<file path="src/rtl/ipi_dispatch.sv">
module ipi_dispatch #(
  parameter int NPROC = 4,
  parameter int NCHAN = 4,
  parameter int AW = 16,
  parameter int DW = 32,
  parameter logic [AW-1:0] DISP_BASE = 'h40,
  parameter logic [AW-1:0] CFG_BASE = 'h10A0,
  localparam int CW = (NCHAN > 1) ? $clog2(NCHAN) : 1
) (
  input  logic                   clk,
  input  logic                   rst_n,
  input  logic                   wr_en,
  input  logic                   wr_global,
  input  logic [AW-1:0]          wr_addr,
  input  logic [DW-1:0]          wr_data,
  input  logic [NPROC-1:0]       ack_valid,
  input  logic [NPROC*CW-1:0]    ack_chan,
  output logic [NPROC*NCHAN-1:0] req
);

  localparam logic [AW-5:0] NCH_L = (AW-4)'(NCHAN);

  logic [NCHAN-1:0][NPROC-1:0] mask_q, held_q, mask_n, held_n, ack_m, dlv;
  logic [NCHAN-1:0] dis_q, lvl_q, trig;

  wire            aligned  = (wr_addr[3:0] == 4'd0);
  wire [AW-1:0]   disp_off = wr_addr - DISP_BASE;
  wire [AW-1:0]   cfg_off  = wr_addr - CFG_BASE;
  wire            disp_hit = wr_en && !wr_global && aligned &&
                             (wr_addr >= DISP_BASE) && (disp_off[AW-1:4] < NCH_L);
  wire            cfg_hit  = wr_en && wr_global && aligned &&
                             (wr_addr >= CFG_BASE) && (cfg_off[AW-1:4] < NCH_L);
  wire [CW-1:0]   disp_idx = disp_off[4 +: CW];
  wire [CW-1:0]   cfg_idx  = cfg_off[4 +: CW];

  always_comb begin
    for (int c = 0; c < NCHAN; c++) begin
      for (int p = 0; p < NPROC; p++)
        ack_m[c][p] = ack_valid[p] && (ack_chan[p*CW +: CW] == CW'(c));
      mask_n[c] = (mask_q[c] & ~ack_m[c]) |
                  ((disp_hit && disp_idx == CW'(c)) ? wr_data[NPROC-1:0] : '0);
      trig[c]   = (disp_hit && disp_idx == CW'(c)) ||
                  (!lvl_q[c] && (|ack_m[c]) && (|(mask_q[c] & ~ack_m[c])));
      dlv[c]    = (trig[c] && !dis_q[c]) ? (mask_n[c] & ~(held_q[c] & ~ack_m[c])) : '0;
      held_n[c] = (held_q[c] & ~ack_m[c]) | dlv[c];
    end
  end

  always_ff @(posedge clk or negedge rst_n) begin
    if (!rst_n) begin
      mask_q <= '0;
      held_q <= '0;
      dis_q  <= '1;
      lvl_q  <= '0;
      req    <= '0;
    end else begin
      mask_q <= mask_n;
      held_q <= held_n;
      if (cfg_hit) begin
        dis_q[cfg_idx] <= wr_data[0];
        lvl_q[cfg_idx] <= wr_data[1];
      end
      for (int p = 0; p < NPROC; p++)
        for (int c = 0; c < NCHAN; c++)
          req[p*NCHAN + c] <= dlv[c][p];
    end
  end

endmodule

</file>
<file path="config.mk">
export PLATFORM = sky130hd
export DESIGN_NAME = ipi_dispatch
export DESIGN_NICKNAME = d
export VERILOG_FILES = /design/src/rtl/ipi_dispatch.sv
export SDC_FILE = /design/constraint.sdc
export NUM_CORES = 1
export LEC_CHECK = 0
export ABC_AREA = 1
export BUFFER_PORTS_ARGS = -buffer_cell sky130_fd_sc_hd__clkbuf_2
export CAP_MARGIN = 20
export CELL_PAD_IN_SITES_DETAIL_PLACEMENT = 0
export CELL_PAD_IN_SITES_GLOBAL_PLACEMENT = 2
export CORE_AREA = 8 8 113 115
export DETAILED_ROUTE_END_ITERATION = 7
export DIE_AREA = 0 0 121 123
export GPL_ROUTABILITY_DRIVEN = 0
export HOLD_SLACK_MARGIN = 0.15
export PLACE_DENSITY_LB_ADDON = 0.12
export SETUP_SLACK_MARGIN = 0.02
export SLEW_MARGIN = 20
export SYNTH_ARGS = -nofsm -noshare
export SYNTH_HDL_FRONTEND = slang
export SYNTH_SLANG_ARGS = --single-unit
export TNS_END_PERCENT = 5
</file>
<file path="constraint.sdc">
create_clock -name clk -period 1 [get_ports clk]
set_input_delay 0.05 -clock clk [delete_from_list [all_inputs] [get_ports clk]]
set_output_delay 0.05 -clock clk [all_outputs]
set_load 0.005 [all_outputs]
</file>
# ---- Yosys cells after proc, flatten, opt, wreduce, memory -nomap -nowiden
# Cells that the tools add are included.
dict set report word_totals {
  ff_bits 56
  input_bits 64
  output_inout_bits 16
  wordCells 142
}
dict set report classes {
  add_sub_neg 2
  order_cmp 6
  n_eq_ne 15
  mux 12
  bitwise_logic 28
  n_reduce_logical 68
}
# op n
set op_table {}
lappend op_table {{bitwise AND 4 bit} 12}
lappend op_table {{logical AND 1 bit} 41}
lappend op_table {{two-way mux 4 bit} 8}
lappend op_table {{NOT 4 bit} 8}
lappend op_table {{bitwise OR 4 bit} 8}
lappend op_table {{OR reduction 4 bit} 8}
lappend op_table {{less-than comparator 12 x 3 -> 1 bit (second input constant)} 2}
lappend op_table {{equality test 2 bit (second input constant)} 10}
lappend op_table {{greater-or-equal comparator 16 x 13 -> 1 bit (second input constant)} 1}
lappend op_table {{greater-or-equal comparator 16 x 7 -> 1 bit (second input constant)} 1}
lappend op_table {{subtractor 16 x 13 -> 16 bit (second input constant)} 1}
lappend op_table {{subtractor 16 x 7 -> 16 bit (second input constant)} 1}
lappend op_table {{equality test 2 x 1 -> 1 bit (second input constant)} 5}
lappend op_table {{logical NOT 2 bit} 5}
lappend op_table {{logical NOT 1 bit} 9}
lappend op_table {{bitwise mux 4 bit} 2}
lappend op_table {{logical NOT 4 bit} 1}
lappend op_table {{logical OR 1 bit} 4}
lappend op_table {{less-than comparator 2 x 3 -> 1 bit (second input constant)} 1}
lappend op_table {{demux 1 bit (select 2 bit)} 1}
lappend op_table {{greater-or-equal comparator 2 x 1 -> 1 bit (second input constant)} 1}
lappend op_table {{two-way mux 1 bit} 1}

# ---- Logic depth before layout (Yosys ltp)
dict set report depth {
  depth_word 11
  mapped_depth 13
  depth_no_buf 12
}

# ---- Worst setup path after synthesis
# OpenSTA, ideal clock, no wires.
dict set report synth_path {
  path_type {input to register}
  start {input port wr_addr[5]}
  end {register lvl_q[2]}
  setup_time_ns 0.117
  t_arrival_ns 1.192
  required_ns 0.883
  setup_slack_ns -0.309
  cell_stages 13
  path_buffers 1
  path_cell_list {inv_1 -> ha_1 -> inv_1 -> nand2_1 -> nand2_1 -> nand2_1 -> nor2_1 -> nand3_1 -> nor2_1 -> buf_2 -> nand3_1 -> nand2_1 -> nand2_1}
}
dict set report synth_via {
  elab_chain_len 6
  elab_cells_between_ends 11
  classes_between {add/sub (1); order compare (4); mux (3); reduce/logical (3)}
}
# element line
set synth_lines {}
lappend synth_lines {{from (decl)} 14} ;# input logic [AW-1:0] wr_addr,
lappend synth_lines {{subtractor 16 x 13 -> 16 bit} 28} ;# wire [AW-1:0] cfg_off = wr_addr - CFG_BASE;
lappend synth_lines {{less-than comparator 2 x 3 -> 1 bit (implied by the code) / greater-or-equal comparator 2 x 1 -> 1 bit (equally long branches)} 61} ;# lvl_q[cfg_idx] <= wr_data[1];
lappend synth_lines {{logical AND 1 bit (implied by the code)} 61}
lappend synth_lines {{two-way mux 1 bit (implied by the code)} 61}
lappend synth_lines {{demux 1 bit (select 2 bit)} 61}
lappend synth_lines {{bitwise mux 4 bit} 61}
lappend synth_lines {{to (signal, indexed assignment)} 61}
lappend synth_lines {{to (decl)} 24} ;# logic [NCHAN-1:0] dis_q, lvl_q, trig;
# Several ways; a longest one is shown, not always the timed one.
# A chain may end at the register's enable or synchronous reset.

==> flow_metrics.py <==
metrics = {
    "grt": {
        "antenna_found_initial": 0,
        "track_usage_pct": 11.52,
        "grt.overflow.total": 0,
        "grt_pass1_vias": 2715,
        "grt_first_pass_wirelength_um": 13460,
        "grt_max_degree": 22,
    },
    "drt": {
        "wirelength_um": 8087,
        "wl_per_cell_um": 12.60,
        "ant_nets": 0,
        "drt_iter0_markers": 163,
        "drt-pass1-iter-count": 4,
        "vias_per_cell": 4.229,
        "drcViolationCount": 0,
        "via_count": 2715,
    },
    "layout": {
        "antennaDiodeCount": 0,
        "fin_cells": 642,
        "layout.nets": 563,
        "layout_commonest_cell": "nand2_1",
        "nFillCells": 1159,
        "synthToLayoutAreaGrowth_pct": 58.11,
        "final-seq-area_um2": 1406,
        "multi_input_comb_area_um2": 1292,
        "drive_gt1_share_pct": 38.48,
        "final_cell_mix": "nand2_1, buf_4, dfrtp_1, clkbuf_2",
        "stdcell_area_um2": 4245,
    },
    "placed_design": {
        "dp_hpwl_um": 6531,
        "dp.cells": 625,
        "pre_cts_ws_ns": -0.5295,
        "place_area_um2": 3742,
        "portBuffers": 51,
    },
    "power_and_ir_drop": {
        "ir_drop_mv": 0.6330,
        "power.leakage_nw": 2.280,
        "finalPower_w": 0.004835,
        "power_density_nw_per_um2": 1139,
    },
    "sta": {
        "period_minus_slack_ns": 1.119,
        "fin_crit_sh_pct": 111.9,
        "finalSetupViolations": 30,
        "rsz0062_at_grt": "yes",
        "slew_headroom_pct": 75.41,
        "setup_slack_ns": -0.1188,
        "finClkSkew_ns": 0.004467,
        "slew_violations": 0,
        "hold_violations": 0,
        "worstMarginPinSlew_ns": 0.3689,
        "max_freq_mhz": 893.8,
    },
    "yosys": {
        "synth_seq_cells": 56,
        "yosys.area_share.xor_xnor_pct": 0.3262,
        "synth-warning-count": 0,
        "synth_top_family_by_area": "simple AND/OR/NAND/NOR gates",
        "muxShareOfSynthArea_pct": 0,
        "synth.cell_area_um2": 2685,
        "syn_area_per_cell_um2": 7.438,
        "synthAdderAreaFrac_pct": 0.4660,
        "synth_compound_area_share_pct": 4.380,
        "yosys.area_share.simple_pct": 35.79,
        "ys_types": 15,
        "syn_inst": 361,
        "seq_area_frac_synth_pct": 52.38,
        "syn_nets": 426,
    },
    "floorplan": {
        "num_io_pins": 80,
        "die_x_um": 121,
        "initial_core_util_pct": 24.24,
        "dieArea_um2": 14880,
        "fp-row-count": 39,
        "coreArea_um2": 11080,
        "die_h_um": 123,
    },
    "critical_path": {
        "setup.worst_path.class": "register to register",
        "critPathMaxFanout": 3,
        "arrival_ns": 1.30,
        "required_ns": 1.18,
        "cp-end-kind": "register",
        "worstSetupStartpointType": "register",
    },
    "clock_tree": {
        "clock_sinks": 56,
        "clk_latency_ns": 0.29,
        "path_clk_slew_ns": 0.07,
        "cts_buffers": 5,
        "cts-root-buf": "clkbuf_16",
        "cts_buffer_depth": 2,
        "cts_tree": "done",
        "ctsHtreeMaxLevel": 2,
    },
    "status": {
        "outcome": "complete, but fails checks",
        "violations": "negative setup slack",
    },
    "worst_hold_path": {
        "hold_path.class": "input pin to register",
    },
    "job": {
        "maxCapViolCount": 0,
    },
}
logic make-up after synthesis:
logic type / Yosys count
DFF: 56
buffers and inverters: 47
xor gates and xnor gates: 1
adders and majority gates: 1
and+or+nand+nor: 233
AOI/OAI and AO/OA: 23
worst max-delay path, stage by stage, from the launching register on:
cell     delay (ns)
dfrtp_1        0.37
nand2_2        0.07
nand2_1        0.07
inv_1          0.05
nand2_1        0.04
nand2_1        0.07
nand2_2        0.08
buf_6          0.13
nand3_1        0.07
nand2_1        0.05
timing repair:
item,4_1_cts,5_1_grt
hold endpoints to repair,58,0
pin swaps,11,21
hold buffers,2,0
setup buffers,3,3
setup endpoints to repair,50,49
gates cloned,1,0
gates resized for setup,46,35
final cells by class:
type,instances,area share (%)
sequential,56,33.13
inverter,45,4.391
multi-input combinational,258,30.45
timing repair buffer,132,23.96
clock buffer,6,3.036
tap,143,4.215
clock inverter,2,0.8252
metrics by stage:
step           util [%]  setup TNS [ns]  hold WS, ns
2_1_floorplan         -          -2.907      -0.2456
3_3_place_gp      33.79          -22.34     -0.01236
3_5_place_dp      33.79          -22.55     -0.01032
4_1_cts           37.15          -2.316       0.1637
5_1_grt           38.33          -5.282       0.1946
6_report          38.33          -1.862       0.1670
cells in the mapped netlist, drive strengths merged:
master / n / share of area [%]
nor2: 51 / 7.1
nand3b: 1 / 0.28
inv: 45 / 6.3
or2: 1 / 0.23
o21ai: 21 / 3.9
a21boi: 1 / 0.28
nand3: 38 / 7.1
a21oi: 1 / 0.19
nand4: 13 / 3.0
ha: 1 / 0.47
dfstp: 4 / 3.9
xor2: 1 / 0.33
dfrtp: 52 / 48
nand2: 129 / 18
buf: 2 / 0.37
worst paths after layout:
path                             from          to  slack [ns]  cells past startpoint
max                        mask_q[10]  held_q[11]       -0.12                      9
min                        wr_data[1]    lvl_q[1]        0.17                      4
max reg2reg                mask_q[10]  held_q[11]       -0.12                      9
min reg2reg                  dis_q[3]    dis_q[3]        0.47                      2
max in group asynchronous       rst_n    dis_q[2]        0.28                      3
min in group asynchronous       rst_n   held_q[4]        0.20                      2
flip-flops by register name, summed over array words and instances (netlist names):
| signal | count |
|---|---|
| held_q | 16 |
| dis_q | 4 |
| mask_q | 16 |
| lvl_q | 4 |
| req | 16 |
power by group:
part	internal (W)	leakage (nW)	switching (W)	total, W
Sequential	0.00226	0.768	0.0000000550	0.00226
Clock	0.00118	0.0808	0.000821	0.00200
Combinational	0.000266	1.43	0.000303	0.000569
per-layer routing:
metal	routed length, um	vias to the layer above	GRT usage, %
li1	-	1417	-
met1	3948	1244	15.15
met2	3739	46	18.58
met3	274	8	2.055
met4	124	0	4.215
met5	0	-	0
(Power assumes the default switching activity.)
